$ cat src/rtl/tdab_pkg.sv
`timescale 1ns/1ps
package tdab_pkg;
  // Addressing geometry picked from the mode inputs
  typedef enum logic [1:0] {
    GEO_LINEAR  = 2'd0,
    GEO_W32_T8  = 2'd1,
    GEO_W32_T16 = 2'd2,
    GEO_W16     = 2'd3
  } geo_e;

  // Shift amounts that turn pixel units into tile units
  typedef struct packed {
    logic [2:0] x_sh;
    logic [2:0] y_sh;
    logic [2:0] p_sh;
  } tile_shift_t;
endpackage

$ cat src/rtl/tdab_geo_decode.sv
`timescale 1ns/1ps
module tdab_geo_decode
  import tdab_pkg::*;
#(
  parameter int PITCH_W = 14
) (
  input  logic               tiled,
  input  logic               wide,
  input  logic               fine,
  input  logic [PITCH_W-1:0] pitch,
  output geo_e               geo,
  output tile_shift_t        shift,
  output logic               misalign
);
  logic [PITCH_W-1:0] align_mask;

  always_comb begin
    if (!tiled)     geo = GEO_LINEAR;
    else if (!wide) geo = GEO_W16;
    else if (fine)  geo = GEO_W32_T8;
    else            geo = GEO_W32_T16;
  end

  always_comb begin
    unique case (geo)
      GEO_W32_T8:  shift = '{x_sh: 3'd3, y_sh: 3'd3, p_sh: 3'd3};
      GEO_W32_T16: shift = '{x_sh: 3'd4, y_sh: 3'd4, p_sh: 3'd4};
      GEO_W16:     shift = '{x_sh: 3'd5, y_sh: 3'd4, p_sh: 3'd5};
      default:     shift = '{x_sh: 3'd0, y_sh: 3'd0, p_sh: 3'd0};
    endcase
  end

  // Tile width is 1 << p_sh; pitch must be a multiple of it
  always_comb begin
    align_mask = (PITCH_W'(1) << shift.p_sh) - PITCH_W'(1);
    misalign   = (geo != GEO_LINEAR) && ((pitch & align_mask) != '0);
  end
endmodule

$ cat src/rtl/tdab_tile_index.sv
`timescale 1ns/1ps
module tdab_tile_index
  import tdab_pkg::*;
#(
  parameter int CRD_W   = 14,
  parameter int PITCH_W = 14,
  parameter int IDX_W   = CRD_W + PITCH_W + 1
) (
  input  logic [CRD_W-1:0]   x,
  input  logic [CRD_W-1:0]   y,
  input  logic [PITCH_W-1:0] pitch,
  input  tile_shift_t        shift,
  output logic [IDX_W-1:0]   idx
);
  logic [CRD_W-1:0]   tx;
  logic [CRD_W-1:0]   ty;
  logic [PITCH_W-1:0] tp;

  always_comb begin
    tx  = x >> shift.x_sh;
    ty  = y >> shift.y_sh;
    tp  = pitch >> shift.p_sh;
    idx = IDX_W'(ty) * IDX_W'(tp) + IDX_W'(tx);
  end
endmodule

$ cat src/rtl/tdab_swizzle.sv
`timescale 1ns/1ps
module tdab_swizzle #(
  parameter int IDX_W  = 29,
  parameter int ADDR_W = 32
) (
  input  logic              wide,
  input  logic [4:0]        xl,
  input  logic [4:0]        yl,
  input  logic [IDX_W-1:0]  idx,
  output logic [ADDR_W-1:0] addr
);
  localparam int HI_W = ADDR_W - 12;
  logic [IDX_W-1:0] idx_hi;
  logic [11:0]      low;

  always_comb begin
    idx_hi = idx >> 2;
    if (wide) begin
      low = {xl[3] ^ yl[4], yl[3], idx[1:0], xl[4] ^ yl[2], yl[1:0], xl[2:0], 2'b00};
    end else begin
      low = {xl[4] ^ yl[4], yl[3], idx[1:0], xl[3], yl[2:0], xl[2:0], 1'b0};
    end
    addr = {HI_W'(idx_hi), low};
  end
endmodule

$ cat src/rtl/tdab_linear.sv
`timescale 1ns/1ps
module tdab_linear #(
  parameter int CRD_W   = 14,
  parameter int PITCH_W = 14,
  parameter int ADDR_W  = 32
) (
  input  logic               wide,
  input  logic [CRD_W-1:0]   x,
  input  logic [CRD_W-1:0]   y,
  input  logic [PITCH_W-1:0] pitch,
  output logic [ADDR_W-1:0]  addr
);
  localparam int EL_W = CRD_W + PITCH_W + 1;
  logic [EL_W-1:0] elem;

  always_comb begin
    elem = EL_W'(y) * EL_W'(pitch) + EL_W'(x);
    addr = ADDR_W'(elem) << (wide ? 2 : 1);
  end
endmodule

$ cat src/rtl/tdab_addr_gen.sv
`timescale 1ns/1ps
module tdab_addr_gen
  import tdab_pkg::*;
#(
  parameter int CRD_W   = 14,
  parameter int PITCH_W = 14,
  parameter int ADDR_W  = 32
) (
  input  logic               clk,
  input  logic               rst_n,
  input  logic               req_valid,
  input  logic [CRD_W-1:0]   req_x,
  input  logic [CRD_W-1:0]   req_y,
  input  logic [PITCH_W-1:0] req_pitch,
  input  logic               req_wide,
  input  logic               req_tiled,
  input  logic               req_fine,
  output logic               resp_valid,
  output logic [ADDR_W-1:0]  resp_addr,
  output logic               resp_misalign
);
  localparam int IDX_W = CRD_W + PITCH_W + 1;

  geo_e              geo;
  tile_shift_t       shift;
  logic              mis_c;
  logic [IDX_W-1:0]  idx;
  logic [ADDR_W-1:0] tiled_addr;
  logic [ADDR_W-1:0] lin_addr;
  logic [ADDR_W-1:0] addr_nxt;
  logic              mis_nxt;
  logic              load_en;

  tdab_geo_decode #(.PITCH_W(PITCH_W)) u_geo (
    .tiled(req_tiled), .wide(req_wide), .fine(req_fine), .pitch(req_pitch),
    .geo(geo), .shift(shift), .misalign(mis_c)
  );

  tdab_tile_index #(.CRD_W(CRD_W), .PITCH_W(PITCH_W), .IDX_W(IDX_W)) u_idx (
    .x(req_x), .y(req_y), .pitch(req_pitch), .shift(shift), .idx(idx)
  );

  tdab_swizzle #(.IDX_W(IDX_W), .ADDR_W(ADDR_W)) u_swz (
    .wide(req_wide), .xl(req_x[4:0]), .yl(req_y[4:0]), .idx(idx), .addr(tiled_addr)
  );

  tdab_linear #(.CRD_W(CRD_W), .PITCH_W(PITCH_W), .ADDR_W(ADDR_W)) u_lin (
    .wide(req_wide), .x(req_x), .y(req_y), .pitch(req_pitch), .addr(lin_addr)
  );

  // Next-state selection
  always_comb begin
    load_en  = req_valid;
    addr_nxt = (geo == GEO_LINEAR) ? lin_addr : tiled_addr;
    mis_nxt  = mis_c;
  end

  always_ff @(posedge clk or negedge rst_n) begin
    if (!rst_n) resp_valid <= 1'b0;
    else        resp_valid <= req_valid;
  end

  always_ff @(posedge clk or negedge rst_n) begin
    if (!rst_n) begin
      resp_addr     <= '0;
      resp_misalign <= 1'b0;
    end else if (load_en) begin
      resp_addr     <= addr_nxt;
      resp_misalign <= mis_nxt;
    end
  end


  valid_follow_chk: assert property (@(posedge clk) disable iff (!rst_n)
    req_valid |=> resp_valid);

  valid_idle_chk: assert property (@(posedge clk) disable iff (!rst_n)
    !req_valid |=> !resp_valid);

  hold_chk: assert property (@(posedge clk) disable iff (!rst_n)
    !req_valid |=> ($stable(resp_addr) && $stable(resp_misalign)));

  lin_noflag_chk: assert property (@(posedge clk) disable iff (!rst_n)
    (req_valid && !req_tiled) |=> !resp_misalign);

  lin32_align_chk: assert property (@(posedge clk) disable iff (!rst_n)
    (req_valid && !req_tiled && req_wide) |=> (resp_addr[1:0] == 2'b00));

  lin16_align_chk: assert property (@(posedge clk) disable iff (!rst_n)
    (req_valid && !req_tiled && !req_wide) |=> (resp_addr[0] == 1'b0));

  t32_low_chk: assert property (@(posedge clk) disable iff (!rst_n)
    (req_valid && req_tiled && req_wide) |=>
      (resp_addr[4:0] == {$past(req_x[2:0]), 2'b00}));

  t16_low_chk: assert property (@(posedge clk) disable iff (!rst_n)
    (req_valid && req_tiled && !req_wide) |=>
      (resp_addr[3:0] == {$past(req_x[2:0]), 1'b0}));
endmodule

$ cat config.mk
export PLATFORM = sky130hd
export DESIGN_NAME = tdab_addr_gen
export DESIGN_NICKNAME = d
export VERILOG_FILES = /design/src/rtl/tdab_pkg.sv /design/src/rtl/tdab_geo_decode.sv /design/src/rtl/tdab_tile_index.sv /design/src/rtl/tdab_swizzle.sv /design/src/rtl/tdab_linear.sv /design/src/rtl/tdab_addr_gen.sv
export SDC_FILE = /design/constraint.sdc
export NUM_CORES = 1
export LEC_CHECK = 0
export ABC_AREA = 1
export CAP_MARGIN = 30
export CELL_PAD_IN_SITES_DETAIL_PLACEMENT = 0
export CELL_PAD_IN_SITES_GLOBAL_PLACEMENT = 2
export CORE_UTILIZATION = 36
export CTS_CLUSTER_SIZE = 20
export DETAILED_ROUTE_END_ITERATION = 12
export DONT_BUFFER_PORTS = 1
export GPL_TIMING_DRIVEN = 0
export PLACE_DENSITY = 0.78
export RECOVER_POWER = 50
export SLEW_MARGIN = 20
export SYNTH_ARGS = -nofsm -noshare
export SYNTH_HDL_FRONTEND = slang
export SYNTH_SLANG_ARGS = --single-unit
$ cat constraint.sdc
create_clock -name clk -period 0.8 [get_ports clk]
set_input_delay 0.04 -clock clk [delete_from_list [all_inputs] [get_ports clk]]
set_output_delay 0.04 -clock clk [all_outputs]
set_load 0.005 [all_outputs]
* After elaboration in Yosys (flattened, before gate mapping)
Index checks and enable logic that the tools add are counted.
** Cells by class
- Equality and inequality tests :: 3
- Reductions and logical operators :: 4
- Mux-type cells :: 7
- Bitwise gates (word level) :: 4
- Shifts and indexed selects :: 5
- Multipliers :: 2
- $add $sub $neg :: 3
** Operators by type and width (count)
- $shr 14x3->14 :: 3
- $mux 32 :: 1
- $shl 29x32->32 :: 1
- $add 28x14->29 :: 1
- $mul 14x14->28 :: 1
- $pmux 9 s3 :: 1
- $add 22x14->22 :: 1
- $mul 14x14->22 :: 1
- $and 14x14->14 :: 1
- $reduce_bool 14->1 :: 1
- $shl 1x3->14 const A :: 1
- $sub 14x2->14 const B :: 1
- $mux 12 :: 1
- $mux 2 :: 4
- $eq 2x2->1 const B :: 2
- $xor 1x1->1 :: 3
- $eq 2x1->1 const B :: 1
- $logic_not 2->1 :: 1
- $reduce_bool 2->1 :: 1
- $logic_and 1x1->1 :: 1
** Storage, ports and cells
- Output and inout bits :: 34
- Flip-flop bits (word level) :: 34
- Input bits :: 48

* Longest topological paths before layout
- Word-level depth :: 10
- Depth in mapped cells :: 37

* Hierarchy
Synthesis repeated with hierarchy kept, for this count alone.
** Unflattened totals
- Cells, all modules :: 2883
- Area, all modules :: 19387.3 sq um
** By module, submodules not included
- tdab_tile_index :: area an instance 8829.7 sq um, cells each 1308, times used 1, seq. area each 0.0 sq um
- tdab_linear :: area an instance 8252.9 sq um, cells each 1219, times used 1, seq. area each 0.0 sq um
- tdab_addr_gen :: area an instance 1870.5 sq um, cells each 279, times used 1, seq. area each 850.8 sq um
- tdab_swizzle :: area an instance 327.8 sq um, cells each 57, times used 1, seq. area each 0.0 sq um
- tdab_geo_decode :: area an instance 106.4 sq um, cells each 20, times used 1, seq. area each 0.0 sq um

* Worst setup path after synthesis
Ideal clock, no wire load.
- Kind :: input to register
- From :: input req_tiled
- To :: register resp_addr[22]
- Arrival time :: 5.797 ns
- Stages on the path :: 32
- Path slack :: -5.116 ns
- Cell sequence :: buf_4 nand2_4 inv_4 buf_6 buf_2 nand2_1 nand2_1 buf_2 nor2_1 fa_1 inv_1 fa_1 inv_1 fa_1 inv_1 fa_1 inv_1 fa_1 inv_1 fa_1 inv_1 ha_1 nand2_1 nor2_1 nand2_1 o211ai_1 a21boi_0 or2_2 nand3_1 nand4_1 o21ai_0 inv_1
** Between the ends
- Longest elaborated chain between the ends :: 7
** Ends and longest elaborated chain
- from (decl) :: RTL line tdab_addr_gen.sv:16 : input logic req_tiled,
- $mux 2 (*) :: RTL line tdab_geo_decode.sv:18 : if (!tiled) geo = GEO_LINEAR;
- $eq 2x2->1 or $eq 2x1->1 (tied branches) :: RTL line tdab_geo_decode.sv:25 : unique case (geo)
- $pmux 9 s3 :: RTL line tdab_geo_decode.sv:25
- $shr 14x3->14 (on tied branches) :: RTL line tdab_tile_index.sv:21, tdab_tile_index.sv:22
- $mul 14x14->22 :: RTL line tdab_tile_index.sv:23 : idx = IDX_W'(ty) * IDX_W'(tp) + IDX_W'(tx);
- $add 22x14->22 :: RTL line tdab_tile_index.sv:23
- $mux 32 (*) :: RTL line tdab_addr_gen.sv:54 : addr_nxt = (geo == GEO_LINEAR) ? lin_addr : tiled_addr;
- to (signal assigned) :: RTL line tdab_addr_gen.sv:68 : resp_addr <= addr_nxt;
- to (decl) :: RTL line tdab_addr_gen.sv:19 : output logic [ADDR_W-1:0] resp_addr,
Mark *: on every way between the ends. The rest lies on a longest branch, timed or not.
A chain may end at the register's enable or synchronous reset.

* Final worst setup path
- From :: input req_tiled
- To :: register resp_addr[31]
Same word-level chain as after synthesis.

==> metrics.md <==
| Metric | Value |
|---|---|
| # rows | 78 |
| Syn Inst Count | 2263 |
| Reg2reg start | resp_addr[18]$_DFFE_PN0P_ |
| Num ports | 82 |
| DRC | 0 |
| Fmax | 0.173 GHz |
| Clock-pin slew on the worst setup and hold paths | 60 ps |
| Starting density of the core | 0.365 |
| Die height | 216 µm |
| Final hold vios | 34 |
| # port buffers | 0 |
| CTS tree | built |
| CP Max Fanout | 5 |
| Final Cycle Share | 7.22 |
| Post-layout util | 0.483 |
| Unrepaired setup endpoints after global routing | yes |
| Fraction of layout instances using a drive strength above 1 | 0.254 |
| Metal-1 WL | 28500 µm |
| Hold Buf Count CTS | 2 |
| Die area | 46800 µm² |
| Final nets | 2927 |
| Post-synthesis cell type count | 55 |
| Synth Net Count | 2768 |
| WL met3 | 4520 µm |
| Most common cell in the netlist | inv_1 |
| Syn avg cell area | 7.30 µm² |
| Post-DR vias/cell | 5.05 |
| R2R setup slack | -80 ps |
| Highest routed layer | met4 |
| Flops & latches, synth | 34 |
| Crit path kind | in2reg |
| Main synth FF type | dfrtp_1 |
| Total GRT Usage | 0.265 |
| Pin count of the biggest net entering global routing | 35 |
| Final setup fails | 31 |
| Total Wirelength | 60800 µm |
| Htree depth | 2 |
| Diode count | 0 |
| Antenna-violating nets left | 0 |
| Arr. time, crit path | 5950 ps |
| Critical Path Sink Type | flip-flop |
| Routed via count | 15300 |
| WL met2 | 26200 µm |
| Crit-path most repeated cell | fa_2 |
| Post-Syn Area | 16500 µm² |
| CP Launch Type | input port |
| Final hold slack | -553 ps |
| Status | complete, but fails checks |
| TritonCTS Sinks | 34 |
| Worst Tran Pin Value | 693 ps |
| Total grt overflow | 0 |
| Max-slew violations | 0 |
| HP Class | in2async |
| Wire per inst | 20.1 µm |
| Worst r2r dst | resp_addr[18]$_DFFE_PN0P_ |
| Max Cap Viol | 0 |
| Root Driver | clkbuf_16 |
| Slew headroom | 0.537 |
| Synth top area share | 0.361 |
| Synth-to-layout area growth | 32.3% |
| CTS buffer count | 5 |
| Fillers | 4524 |
| Worst path slowest cell | fa_2 |
| Number of synthesized flops with an enable pin | 0 |
| First-pass GRT wire length | 94800 µm |
| DRT iter0 DRCs | 881 |
| Failing checks | hold timing, setup timing |
| Reg2Reg Depth | 3 |
| Vias in the first global route | 16000 |
| Async SR Flop Fraction | 1.00 |
| Top cells by count, synth | 561 x inv_1, 507 x nand2_1, 298 x fa_1, 173 x nor2_1, 159 x ha_1 |
| GP Congestion | 0.904 |
| CP Launch Point | req_tiled |
| WP data required | 980 ps |
| Core area | 45300 µm² |
| CP peak stage delay | 680 ps |
| Synth warn | 0 |
| Area contributors post-synth | fa_1 36%, inv_1 13%, ha_1 12% |
| Max clock buf depth | 2 |
| Setup ws final | -4980 ps |
| Die Span X | 216 µm |
| Post-DP HPWL | 49800 µm |
| Leading area contributor after synthesis | fa_1 |
| Initial antenna violation count | 1 |
| Pre-Repair DR Iteration Count | 5 |
| Worst-Skew Late Latency | 280 ps |
| Fin crit period | 5780 ps |
| Register area share after synthesis | 0.0515 |
| Post-Route Skew | 0 ps |
critical path: cells and delay by family:
kind	cells	cell delay, ps
simple gates	14	1560
fa+ha+maj	7	3320
compound gates	2	230
buf+inv	8	770
layout by cell type (no fill, tap or decap), drive strengths merged, types with 7 or more instances in the layout:
| cell type | netlist | layout |
|---|---|---|
| a21oi | 97 | 97 |
| nand2 | 518 | 518 |
| o21bai | 7 | 7 |
| o22ai | 9 | 9 |
| o211ai | 7 | 7 |
| o21ai | 81 | 81 |
| a31oi | 8 | 8 |
| buf | 24 | 175 |
| clkbuf | 61 | 64 |
| nor3 | 9 | 9 |
| fa | 298 | 298 |
| or2 | 11 | 11 |
| ha | 159 | 159 |
| nand3 | 93 | 93 |
| dfrtp | 34 | 34 |
| nor2 | 180 | 180 |
| nand3b | 8 | 8 |
| nand4 | 31 | 31 |
| xor2 | 16 | 16 |
| inv | 570 | 567 |
metal layers:
| metal | global-route usage | vias to the layer above |
|---|---|---|
| li1 | - | 7123 |
| met1 | 0.395 | 7596 |
| met2 | 0.404 | 476 |
| met3 | 0.0382 | 62 |
| met4 | 0.0610 | 0 |
| met5 | 0 | - |
repair_timing:
action                                  4_1_cts  5_1_grt
pin swaps                                   113       76
setup buffers                               101       46
resized for setup                           352      156
endpoints found under the hold margin        36       34
gates cloned                                  2        2
endpoints found under the setup margin       32       33
registers in the layout (all words and copies together) (netlist names):
signal         flops
resp_valid         1
resp_addr         32
resp_misalign      1
stage by stage:
step	worst slack [ps]	cell area (µm²)	cells	hold WS [ps]	TNS [ps]
6_report	-4980	21900	3023	-553	-119710
5_1_grt	-5170	21900	3023	-562	-125490
4_1_cts	-4930	20900	2976	-558	-119320
3_5_place_dp	-6270	18300	2863	-255	-139740
3_3_place_gp	-6310	18300	2863	-255	-140570
2_1_floorplan	-4770	17500	2263	-256	-113030
cell type report:
type                    count  area (µm²)  area share
repair inverters            1        7.51    0.000343
plain buffers              84        1290      0.0591
multi-input cells        1573       15100       0.693
clock inverters             3        68.8     0.00315
repair buffers            152        1430      0.0653
clock buffers               5         125     0.00572
well taps                 600         751      0.0343
flip-flops and latches     34         851      0.0389
inverters                 571        2190       0.100
kinds of logic after synthesis:
kind of cell | synth area share
AO/OA/AOI/OAI | 0.0827
flip-flops | 0.0515
AND/OR/NAND/NOR | 0.221
adder cells (fa/ha/maj) | 0.481
multiplexers | 0.000606
XOR/XNOR | 0.0106
buffers and inverters | 0.153
how the worst max path moves through the flow:
| stage | to | slack (ps) |
|---|---|---|
| after floorplan | resp_addr[22]$_DFFE_PN0P_ | -4770 |
| after global placement | resp_addr[31]$_DFFE_PN0P_ | -6310 |
| after detailed placement | resp_addr[31]$_DFFE_PN0P_ | -6270 |
| after CTS | resp_addr[31]$_DFFE_PN0P_ | -4930 |
| after global routing | resp_addr[22]$_DFFE_PN0P_ | -5170 |
| final | resp_addr[31]$_DFFE_PN0P_ | -4980 |
Power is not shown: default switching activity piles up to over one toggle a cycle in this logic, so the estimate is an artifact.
